--- config.mk ---
export PLATFORM = sky130hd
export DESIGN_NAME = vdc_top
export DESIGN_NICKNAME = d
export VERILOG_FILES = /design/src/rtl/vdc_pkg.sv /design/src/rtl/vdc_timing.sv /design/src/rtl/vdc_fetch.sv /design/src/rtl/vdc_shifter.sv /design/src/rtl/vdc_top.sv
export SDC_FILE = /design/constraint.sdc
export NUM_CORES = 1
export LEC_CHECK = 0
export ABC_AREA = 1
export BUFFER_PORTS_ARGS = -buffer_cell sky130_fd_sc_hd__buf_2
export CORE_MARGIN = 8
export CORE_UTILIZATION = 50
export DETAILED_ROUTE_END_ITERATION = 16
export PLACE_DENSITY = 0.84
export SETUP_SLACK_MARGIN = 0.1
export SLEW_MARGIN = 20
export SYNTH_ARGS = -nofsm -noshare
export SYNTH_HDL_FRONTEND = slang
export SYNTH_SLANG_ARGS = --single-unit
--- constraint.sdc ---
create_clock -name clk -period 1.9 [get_ports clk]
set_clock_uncertainty 0.05 [all_clocks]
set_input_delay 0.38 -clock clk [delete_from_list [all_inputs] [get_ports clk]]
set_output_delay 0.38 -clock clk [all_outputs]
set_load 0.01 [all_outputs]
--- src/rtl/vdc_pkg.sv ---
// Shared types for the character-row video controller.
package vdc_pkg;
    localparam int CHAR_W = 8;

    // Control register, bit 0 inverse, bit 1 forced blank, bit 2 interrupt enable.
    typedef struct packed {
        logic irq_en;
        logic blank;
        logic inv;
    } vdc_ctl_t;
endpackage

--- src/rtl/vdc_timing.sv ---
// Raster timing: pixel and line counters, horizontal sync decode and the
// one-line frame interrupt. Assumes HS_START <= HS_END < H_TOTAL.
module vdc_timing #(
    parameter int H_TOTAL  = 342,
    parameter int V_TOTAL  = 20,
    parameter int HS_START = 279,
    parameter int HS_END   = 304,
    parameter int HW       = $clog2(H_TOTAL),
    parameter int VW       = $clog2(V_TOTAL)
) (
    input  logic          clk,
    input  logic          rst_n,
    input  logic          irq_en,
    output logic [HW-1:0] hcnt,
    output logic [VW-1:0] vcnt,
    output logic          hsync,
    output logic          irq
);
    logic line_end;
    logic frame_end;

    assign line_end  = (hcnt == HW'(H_TOTAL - 1));
    assign frame_end = line_end && (vcnt == VW'(V_TOTAL - 1));

    // Advance the pixel counter and wrap lines and frames.
    always_ff @(posedge clk) begin
        if (!rst_n) begin
            hcnt <= '0;
            vcnt <= '0;
        end else if (line_end) begin
            hcnt <= '0;
            vcnt <= frame_end ? '0 : vcnt + 1'b1;
        end else begin
            hcnt <= hcnt + 1'b1;
        end
    end

    // Raise the interrupt at frame wrap and drop it after one line.
    always_ff @(posedge clk) begin
        if (!rst_n)         irq <= 1'b0;
        else if (frame_end) irq <= irq_en;
        else if (line_end)  irq <= 1'b0;
    end

    // Sync is a plain window on the pixel counter.
    assign hsync = (hcnt >= HW'(HS_START)) && (hcnt <= HW'(HS_END));
endmodule

--- src/rtl/vdc_fetch.sv ---
// Bus request and character fetch sequencer. Assumes that HOLD is granted
// HOLD_DELAY clocks after it is raised (no acknowledge input) and that memory
// answers in the strobe cycle. COLS and ROW_LINES are powers of two.
module vdc_fetch
    import vdc_pkg::*;
#(
    parameter int          COLS       = 32,
    parameter int          ROW_LINES  = 8,
    parameter int          V_VISIBLE  = 16,
    parameter int          HOLD_DELAY = 4,
    parameter logic [7:0]  BEOL_CODE  = 8'h7F,
    parameter int          HW         = 9,
    parameter int          VW         = 5,
    parameter int          ADDR_W     = 6
) (
    input  logic              clk,
    input  logic              rst_n,
    input  logic              videna,
    input  logic [HW-1:0]     hcnt,
    input  logic [VW-1:0]     vcnt,
    input  logic [7:0]        mem_data,
    output logic              hold,
    output logic              mem_rd,
    output logic [ADDR_W-1:0] mem_addr,
    output logic              load,
    output logic [7:0]        load_data
);
    localparam int CW     = $clog2(COLS);
    localparam int LW     = $clog2(ROW_LINES);
    localparam int RW     = ADDR_W - CW;
    localparam int FETCH0 = 1 + HOLD_DELAY;

    logic [CW-1:0] col_q;
    logic [HW-1:0] slot_pos;
    logic [RW-1:0] row_idx;
    logic          line_go;
    logic          is_beol;

    assign line_go  = (hcnt == '0) && (vcnt < VW'(V_VISIBLE)) && videna;
    assign slot_pos = HW'(FETCH0) + HW'(col_q) * HW'(CHAR_W);
    assign mem_rd   = hold && (hcnt == slot_pos);
    assign row_idx  = RW'(vcnt >> LW);
    assign mem_addr = {row_idx, col_q};
    assign is_beol  = (mem_data == BEOL_CODE);

    // Request the bus at line start, step columns, release on last or terminator.
    always_ff @(posedge clk) begin
        if (!rst_n) begin
            hold  <= 1'b0;
            col_q <= '0;
        end else if (line_go) begin
            hold  <= 1'b1;
            col_q <= '0;
        end else if (mem_rd) begin
            if (is_beol || col_q == CW'(COLS - 1)) hold <= 1'b0;
            else                                   col_q <= col_q + 1'b1;
        end
    end

    // Hand a fetched pattern byte to the serializer unless it ends the line.
    assign load      = mem_rd && !is_beol;
    assign load_data = mem_data;
endmodule

--- src/rtl/vdc_shifter.sv ---
// Pixel serializer: loads one pattern byte and emits it MSB first over the
// next CHAR_W cycles, then shows background until the next load.
module vdc_shifter
    import vdc_pkg::*;
(
    input  logic       clk,
    input  logic       rst_n,
    input  logic       load,
    input  logic [7:0] load_data,
    input  logic       inv,
    input  logic       blank,
    output logic       pix
);
    localparam int NW = $clog2(CHAR_W + 1);

    logic [CHAR_W-1:0] sh_q;
    logic [NW-1:0]     left_q;

    // Load a new byte or shift out the current one.
    always_ff @(posedge clk) begin
        if (!rst_n) begin
            sh_q   <= '0;
            left_q <= '0;
        end else if (load) begin
            sh_q   <= load_data;
            left_q <= NW'(CHAR_W);
        end else if (left_q != '0) begin
            sh_q   <= {sh_q[CHAR_W-2:0], 1'b0};
            left_q <= left_q - 1'b1;
        end
    end

    // Apply inverse inside cells and the forced blank everywhere.
    assign pix = (left_q != '0) && !blank && (sh_q[CHAR_W-1] ^ inv);
endmodule

--- src/rtl/vdc_top.sv ---
// Character-row video controller top: control register plus raster timing,
// fetch sequencer and pixel serializer.
module vdc_top
    import vdc_pkg::*;
#(
    parameter int          H_TOTAL    = 342,
    parameter int          V_TOTAL    = 20,
    parameter int          V_VISIBLE  = 16,
    parameter int          ROW_LINES  = 8,
    parameter int          COLS       = 32,
    parameter int          HOLD_DELAY = 4,
    parameter int          HS_START   = 279,
    parameter int          HS_END     = 304,
    parameter logic [7:0]  BEOL_CODE  = 8'h7F,
    parameter int          ADDR_W     = $clog2(V_VISIBLE / ROW_LINES * COLS)
) (
    input  logic              clk,
    input  logic              rst_n,
    input  logic              videna,
    input  logic              ctl_we,
    input  logic [7:0]        ctl_wdata,
    output logic [7:0]        ctl_rdata,
    input  logic [7:0]        mem_data,
    output logic              hold,
    output logic              mem_rd,
    output logic [ADDR_W-1:0] mem_addr,
    output logic              pix,
    output logic              hsync,
    output logic              irq
);
    localparam int HW = $clog2(H_TOTAL);
    localparam int VW = $clog2(V_TOTAL);

    vdc_ctl_t      ctl_q;
    logic [HW-1:0] hcnt;
    logic [VW-1:0] vcnt;
    logic          load;
    logic [7:0]    load_data;
    logic          unused_wdata_hi;

    assign unused_wdata_hi = ^ctl_wdata[7:3];

    // Control register; only the three low bits are kept.
    always_ff @(posedge clk) begin
        if (!rst_n)      ctl_q <= '{irq_en: 1'b1, blank: 1'b0, inv: 1'b0};
        else if (ctl_we) ctl_q <= vdc_ctl_t'(ctl_wdata[2:0]);
    end

    assign ctl_rdata = {5'b0, ctl_q};

    vdc_timing #(
        .H_TOTAL(H_TOTAL), .V_TOTAL(V_TOTAL),
        .HS_START(HS_START), .HS_END(HS_END), .HW(HW), .VW(VW)
    ) u_timing (
        .clk(clk), .rst_n(rst_n), .irq_en(ctl_q.irq_en),
        .hcnt(hcnt), .vcnt(vcnt), .hsync(hsync), .irq(irq)
    );

    vdc_fetch #(
        .COLS(COLS), .ROW_LINES(ROW_LINES), .V_VISIBLE(V_VISIBLE),
        .HOLD_DELAY(HOLD_DELAY), .BEOL_CODE(BEOL_CODE),
        .HW(HW), .VW(VW), .ADDR_W(ADDR_W)
    ) u_fetch (
        .clk(clk), .rst_n(rst_n), .videna(videna), .hcnt(hcnt), .vcnt(vcnt),
        .mem_data(mem_data), .hold(hold), .mem_rd(mem_rd), .mem_addr(mem_addr),
        .load(load), .load_data(load_data)
    );

    vdc_shifter u_shift (
        .clk(clk), .rst_n(rst_n), .load(load), .load_data(load_data),
        .inv(ctl_q.inv), .blank(ctl_q.blank), .pix(pix)
    );
endmodule

==> impl_metrics.ini, run 1 <==
[run_status]
status = completed

[routing]
wl_per_cell_um = 12.6
viasPerCell = 5.14
antenna_left = 0
postRouteWirelength_um = 5130
num_vias = 2085
drtPass1Iterations = 4
first_iter_violations = 134
drc = 0

[setup_path]
path_delay_family = simple AND/OR/NAND/NOR gates
worstSetupEndpointType = primary output
crit_type = reg -> out
cp_max_fo = 2
cp-endpoint = mem_rd
cpPeakStageDelay_ps = 320
startpoint = u_timing.hcnt[1]
required_ps = 1470
crit_chain = inv_2, ha_4, nand2_2, nor2_2, nand3_2, nor2_8, nand2_4, clkinv_4, buf_6
reg2regPathDepth = 12
crit_arrival_ps = 1440
r2r_slack_ps = 220
crit_path_start_kind = register
crit_buf_inv = 3
cp.depth = 9
r2r_end = u_fetch.col_q[3]
worstReg2RegStart = u_timing.hcnt[0]
crit_slowest_cell = dfxtp_2

[power]
p_int_uw = 1380
p_leak_uw = 0.00118
p_comb_frac = 0.316
p_per_area_nw_per_um2 = 801
clkPwrFrac = 0.273
p_seq_frac = 0.412
p_total_uw = 2080
sw_frac_of_total = 0.336
vdd_drop_max_uv = 608
switchingPower_uw = 700

[logic_synthesis]
ys_seq_area_frac = 0.335
muxShareOfSynthArea = 0
synth_area_per_cell_um2 = 6.91
synthDistinctLibCells = 37
syn_inst = 311
netlist.area_leader.share = 0.335
synth.area.top_cells = dfxtp_1 (34%), nand2_1 (13%), nand3_1 (6.3%), inv_1 (6.1%), nor2_1 (5.2%)
synth_xor_area_frac = 0.0326
synth_area_um2 = 2150
postSynthRegisterBits = 36
synth_compound_area_frac = 0.0891
synth_simple_gate_area_frac = 0.370
synth-warning-count = 0
synth_top_family_by_area = simple AND/OR/NAND/NOR gates
synth_top_cell_by_area = dfxtp_1
synthAdderAreaFrac = 0.0466

[clock_tree]
cts_buffer_depth = 2
clock_latency_ps = 290
clock_sinks = 36
cts_made_buffers = 5
path_clk_slew_ps = 60
clockRootBuffer = clkbuf_8
h-tree-depth = 2
cts_tree = yes

[global_routing]
grt_antenna_before_repair = 0
gr-total-overflow = 0
grt_pass1_vias = 1994
grt_max_degree = 18
grt_pass1_wl_um = 8380
track_usage = 0.157

[hold_path]
hold_path.class = in -> reg

[sta]
setup_viol = 0
max_freq_ghz = 0.533
period_share = 0.987
final_max_slew_viol_count = 0
rsz0062_at_grt = true
post-route-min-period_ps = 1870
finalHoldViolations = 0

[die]
coreArea_um2 = 4230
ios = 39
dieHeight_um = 81.6
die_w_um = 81.6
die_area_um2 = 6650
start_util = 0.507
row_count = 24

[final_layout]
layout.area.seq_um2 = 742
antenna_cells = 0
fill_cells = 382
multi_input_area_um2 = 1250
final_util = 0.614
area_growth_pct = 21.0
nets = 381
drive_above_1_share = 0.316
finalInstanceArea_um2 = 2600

[placed_design]
dp_hpwl_um = 3530
placed_area_um2 = 2340
place.gp.congestion = 0.821
port_buffers = 28

[flow_run]
cap_violations = 0
-- worst min path at each step --
stage	start	endpoint	slack, ps	cells past startpoint
2_1_floorplan	u_shift.left_q[0]	u_shift.left_q[0]	390	2
3_3_place_gp	u_shift.left_q[0]	u_shift.left_q[0]	390	2
3_5_place_dp	u_shift.left_q[1]	u_shift.left_q[1]	400	2
4_1_cts	ctl_wdata[2]	ctl_rdata[2]	260	3
5_1_grt	ctl_wdata[1]	ctl_rdata[1]	280	3
6_report	ctl_wdata[2]	ctl_rdata[2]	270	3
-- stage by stage --
step           worst slack (ps)  hold WS (ps)  cells  setup TNS (ps)
6_report                   25.5           266    406               0
4_1_cts                    23.6           255    405               0
2_1_floorplan               266           387    315               0
3_3_place_gp                203           393    389               0
3_5_place_dp                170           399    389               0
5_1_grt                   -41.5           278    406           -41.5
-- worst reg2reg max path, stage by stage, from the launching register on --
cell     delay, ps
dfxtp_2        360
buf_6          110
inv_2           30
ha_2           170
nand3_2         60
inv_2           40
buf_4          120
buf_4          120
buf_4          120
buf_4          130
a21oi_2        140
inv_2           70
a21oi_1        120
-- per-layer routing --
layer / track usage / share of wire / vias to the layer above
li1: - / - / 1072
met1: 0.173 / 0.42 / 946
met2: 0.273 / 0.50 / 52
met3: 0.0394 / 0.051 / 15
met4: 0.0821 / 0.025 / 0
met5: 0 / 0 / -
-- cells in the mapped netlist (all sizes together) --
cell and instances:
nor2 33, and2b 1, or2 2, o211ai 1
nor4 2, nor3b 1, ha 8, clkinv 3
dfxtp 36, nand3 29, inv 40, xnor2 2
nor3 6, clkbuf 2, nand3b 4, xor2 6
o21ai 8, buf 13, conb 1, nand4 9
a21oi 23, a31oi 3, nand2 78
-- state kept, by name, summed over array words and instances, names as in the netlist --
name	count
u_timing.hcnt	9
u_shift.sh_q	8
u_fetch.col_q	5
u_timing.vcnt	5
u_shift.left_q	4
ctl_rdata	3
u_fetch.hold	1
u_timing.irq	1
-- cells by family after synthesis --
| family | count (synthesis) |
|---|---|
| buf+inv | 58 |
| flops | 36 |
| fa+ha+maj | 8 |
| compound gates | 35 |
| other cells | 1 |
| xor+xnor | 8 |
| simple gates | 165 |
-- cell usage in the layout (no fill, tap or decap), drive strengths merged, types with 5 or more instances in the layout --
| master | n |
|---|---|
| nor3 | 6 |
| nor2 | 33 |
| a21oi | 23 |
| buf | 46 |
| nand4 | 9 |
| nand2 | 78 |
| xor2 | 6 |
| o21ai | 8 |
| ha | 8 |
| clkbuf | 6 |
| nand3 | 29 |
| conb | 5 |
| inv | 41 |
| dfxtp | 36 |
-- power groups by stage --
stage | sequential [uW] | combinational, uW | clock [uW]
4_1_cts | 845 | 541 | 578
3_3_place_gp | 859 | 493 | 0
5_1_grt | 863 | 741 | 603
2_1_floorplan | 853 | 362 | 0
6_report | 857 | 658 | 567
3_5_place_dp | 861 | 505 | 0
-- area by class of cell --
type / count / share of cell area
tap: 52 / 0.0250
multi-input combinational: 221 / 0.480
clock inverter: 2 / 0.00385
timing repair buffer: 46 / 0.110
sequential: 36 / 0.286
inverter: 43 / 0.0640
clock buffer: 6 / 0.0318
-- what timing repair did --
action,in CTS,in global routing
gates resized for setup,20,24
setup buffers,8,1
hold buffers,0,0
pin swaps,6,4
setup endpoints to repair,3,19
Note: power is estimated with default switching activity, not from simulation.
==> run 2: changes to the inputs <==
Settings changed: PLACE_DENSITY 0.84 to 0.83.
==> impl_metrics.ini, run 2 (same netlist as run 1, synthesis figures left out) <==
[run_status]
status = completed

[power]
sw_frac_of_total = 0.322
p_int_uw = 1480
p_per_area_nw_per_um2 = 839
p_leak_uw = 0.00117
p_comb_frac = 0.294
vdd_drop_max_uv = 488
p_seq_frac = 0.394
switchingPower_uw = 702
clkPwrFrac = 0.312

[routing]
wl_per_cell_um = 12.5
viasPerCell = 5.21
first_iter_violations = 180
num_vias = 2112
drtPass1Iterations = 4
postRouteWirelength_um = 5070
antenna_left = 0
drc = 0

[hold_path]
holdPathEnd = ctl_rdata[2]
hold_path.class = in -> reg
holdPathStages = 3
hp-start = ctl_wdata[2]

[setup_path]
r2r_end = u_fetch.col_q[4]
crit_type = reg -> out
required_ps = 1470
crit_arrival_ps = 1440
worstSetupEndpointType = primary output
cp_max_fo = 3
worstReg2RegStart = u_fetch.col_q[0]
r2r_slack_ps = 280
startpoint = u_timing.hcnt[1]
crit_path_start_kind = register
reg2regPathDepth = 8

[global_routing]
grt_pass1_wl_um = 8670
use_met1 = 0.178
grt_max_degree = 18
gr-total-overflow = 0
track_usage = 0.161
gr-usage-met3 = 0.0317
grt_util_met2 = 0.299
grt_pass1_vias = 2027
grt_antenna_before_repair = 0
gr-max-usage-layer = met2

[clock_tree]
clock_latency_ps = 290
cts_made_buffers = 5
clockRootBuffer = clkbuf_8
path_clk_slew_ps = 70
cts_buffer_depth = 2
h-tree-depth = 2
cts_tree = yes
clock_sinks = 36

[die]
start_util = 0.507
die_w_um = 81.6
coreArea_um2 = 4230
ios = 39
die_area_um2 = 6650
row_count = 24
dieHeight_um = 81.6

[sta]
setup_viol = 0
finalHoldViolations = 0
setup_ws_ps = 26.7
holdWs_ps = 256
period_share = 0.986
final_max_slew_viol_count = 0
rsz0062_at_grt = true
post-route-min-period_ps = 1870
max_freq_ghz = 0.534

[final_layout]
antenna_cells = 0
final_cell_mix = nand2_1 (70), inv_1 (29), nor2_1 (28)
nets = 380
drive_above_1_share = 0.297
fill_cells = 390
largest_reg_flops = 9
finalInstanceArea_um2 = 2600
area_growth_pct = 20.9
layout_commonest_cell = nand2_1
max_flop_register = u_timing.hcnt
reg.largest.list = u_timing.hcnt (9), u_shift.sh_q (8)

[placed_design]
place.gp.congestion = 0.827
placed_area_um2 = 2330
dp_hpwl_um = 3600
port_buffers = 28
place_ws_ps = 189

[flow_run]
cap_violations = 0
## run 2: cell types whose count changed in the layout (fill, tap and decap cells not counted), sizes merged
cell	delta
inv	-1
clkinvlp	+1
clkbuf	-1
buf	-1
bufinv	+1
## run 2: final cells by class
class / count / area [um2] / area share
clock buffers: 5 / 68.8 / 0.0265
inverters: 43 / 171 / 0.0660
repair buffers: 45 / 278 / 0.107
multi-input cells: 221 / 1230 / 0.474
well taps: 52 / 65.1 / 0.0251
clock inverters: 3 / 42.5 / 0.0164
flip-flops and latches: 36 / 739 / 0.285
## run 2: worst max-delay path by stage
stage / endpoint / slack (ps) / depth (start not counted)
5_1_grt: mem_rd / -50 / 9
4_1_cts: mem_rd / 40 / 9
3_5_place_dp: mem_rd / 190 / 9
2_1_floorplan: pix / 270 / 6
6_report: mem_rd / 30 / 9
3_3_place_gp: mem_rd / 200 / 9
## run 2: per-layer routing
layer | vias up | share of wire | wire (um)
li1 | 1067 | - | -
met4 | 0 | 0.013 | 68
met3 | 6 | 0.046 | 232
met1 | 997 | 0.41 | 2060
met2 | 42 | 0.53 | 2710
met5 | - | 0 | 0
## run 2: worst max-delay path, stage by stage, from the launching register on
cell and delay [ps]:
dfxtp_2 340, inv_4 60, ha_4 130, nand2_2 50, nor2_2 110, nand3_2 120, nor2_8 140, nand2_4 50
clkinv_4 50, buf_6 90
## run 2: per-stage QoR
| stage | util | std cells | setup TNS [ps] | power, uW |
|---|---|---|---|---|
| 3_3_place_gp | 0.550 | 388 | 0 | 1350 |
| 4_1_cts | 0.595 | 401 | 0 | 2060 |
| 3_5_place_dp | 0.550 | 388 | 0 | 1370 |
| 5_1_grt | 0.613 | 405 | -78.5 | 2320 |
| 6_report | 0.613 | 405 | 0 | 2180 |
| 2_1_floorplan | - | 315 | 0 | 1220 |
## run 2: what timing repair did
item                       CTS  global route
buffers inserted             5             4
hold buffers                 0             0
pin swaps                    6             8
gates resized for setup     19            19
setup endpoints to repair    3             7
## run 2: power groups by stage
stage / Combinational [uW] / Sequential, uW / Clock [uW]
after CTS: 530 / 846 / 686
final: 640 / 859 / 680
after global routing: 736 / 863 / 718
after floorplan: 362 / 853 / 0
after global placement: 493 / 859 / 0
after detailed placement: 512 / 861 / 0
==> run 3: changes to the inputs <==
Settings changed: CTS_BUF_LIST set to sky130_fd_sc_hd__clkbuf_4, RECOVER_POWER set to 25, SETUP_SLACK_MARGIN 0.1 to 0.02.
==> impl_metrics.ini, run 3 (same netlist as run 1, synthesis figures left out) <==
[sta]
max_freq_ghz = 0.520
final_max_slew_viol_count = 0
setup_ws_ps = -21.9
finalHoldViolations = 0
setup_viol = 2
post-route-min-period_ps = 1920
period_share = 1.01
tns_ps = -30.7
rsz0062_at_grt = true

[placed_design]
place_ws_ps = 189
port_buffers = 28
place.gp.congestion = 0.827
dp_hpwl_um = 3600

[global_routing]
grt_antenna_before_repair = 0
track_usage = 0.161
grt_pass1_wl_um = 8600
grt_pass1_vias = 2027
gr-total-overflow = 0
grt_max_degree = 18

[routing]
num_vias = 2104
viasPerCell = 5.20
antenna_left = 0
first_iter_violations = 143
postRouteWirelength_um = 5010
wl_per_cell_um = 12.4
drc = 0
drtPass1Iterations = 4

[power]
vdd_drop_max_uv = 391
p_per_area_nw_per_um2 = 775
p_leak_uw = 0.00114

[final_layout]
layout_commonest_cell = nand2_1
nets = 380
drive_above_1_share = 0.286
reg.largest.list = u_timing.hcnt (9), u_shift.sh_q (8)
area_growth_pct = 19.2
max_flop_register = u_timing.hcnt
antenna_cells = 0
largest_reg_flops = 9
final_cell_mix = nand2_1 (68), inv_1 (30), nor2_1 (28)

[setup_path]
r2r_end = u_fetch.col_q[0]
reg2regPathDepth = 8
crit_path_start_kind = register
startpoint = u_timing.hcnt[1]
required_ps = 1470
crit_type = reg -> out
crit_arrival_ps = 1490
cp_max_fo = 3
worstReg2RegStart = u_fetch.col_q[1]
cp-endpoint = mem_rd
r2r_slack_ps = 240
worstSetupEndpointType = primary output

[die]
coreArea_um2 = 4230
ios = 39
start_util = 0.507
dieHeight_um = 81.6
die_w_um = 81.6
die_area_um2 = 6650
row_count = 24

[clock_tree]
h-tree-depth = 2
clock_sinks = 36
clock_latency_ps = 360
cts_made_buffers = 5
cts_tree = yes
cts_buffer_depth = 2
path_clk_slew_ps = 100
clockRootBuffer = clkbuf_4

[hold_path]
hold_path.class = in -> reg
hp-start = ctl_wdata[2]

[flow_run]
cap_violations = 0

[run_status]
status = finished, violations left
violations = setup timing
run 3: layer usage:
| metal | wire length (um) | vias up | track usage |
|---|---|---|---|
| li1 | - | 1067 | - |
| met2 | 2650 | 44 | 0.290 |
| met5 | 0 | - | 0 |
| met3 | 203 | 10 | 0.0317 |
| met4 | 89 | 0 | 0.0714 |
| met1 | 2060 | 983 | 0.177 |
run 3: area by class of cell:
cell class / instances / area [um2]
Multi-Input combinational cell: 221 / 1230
Clock buffer: 5 / 37.5
Sequential cell: 36 / 742
Inverter: 43 / 166
Timing Repair Buffer: 45 / 273
Fill cell: 402 / 1670
Tap cell: 52 / 65.1
Clock inverter: 3 / 42.5
run 3: timing repair:
action	CTS	global route
gates resized for setup	23	14
pin swaps	7	1
hold buffers	0	0
buffers inserted	9	0
setup endpoints to repair	3	3
run 3: worst max-delay path: stages (launching register included):
cell      delay, ps
dfxtp_2         340
inv_2            70
ha_4            140
nand2_2          60
nor2_2          100
nand3_2         120
nor2_8          120
nand2_4          50
clkinv_4         50
buf_6            90
run 3: worst min-delay path by stage:
stage,end,slack [ps],depth (start not counted)
after global placement,u_timing.irq,390,2
after floorplan,u_shift.left_q[0],390,2
final,ctl_rdata[2],200,3
after global routing,ctl_rdata[2],220,3
after CTS,ctl_rdata[2],190,3
after detailed placement,u_timing.irq,400,2
run 3: power breakdown:
group          internal [uW]  leakage [uW]  switching (uW)
Combinational            231      0.000804             342
Clock                    274     0.0000412             279
Sequential               812      0.000299            45.1
Total                   1320       0.00114             667
run 3: metrics by stage:
step           hold slack, ps  cells  power, uW  area [um2]  utilization
2_1_floorplan             387    315       1220        2160            -
3_3_place_gp              391    388       1350        2330        0.550
3_5_place_dp              397    388       1370        2330        0.550
4_1_cts                   189    405       1940        2530        0.598
5_1_grt                   216    405       2110        2560        0.605
6_report                  197    405       1980        2560        0.605
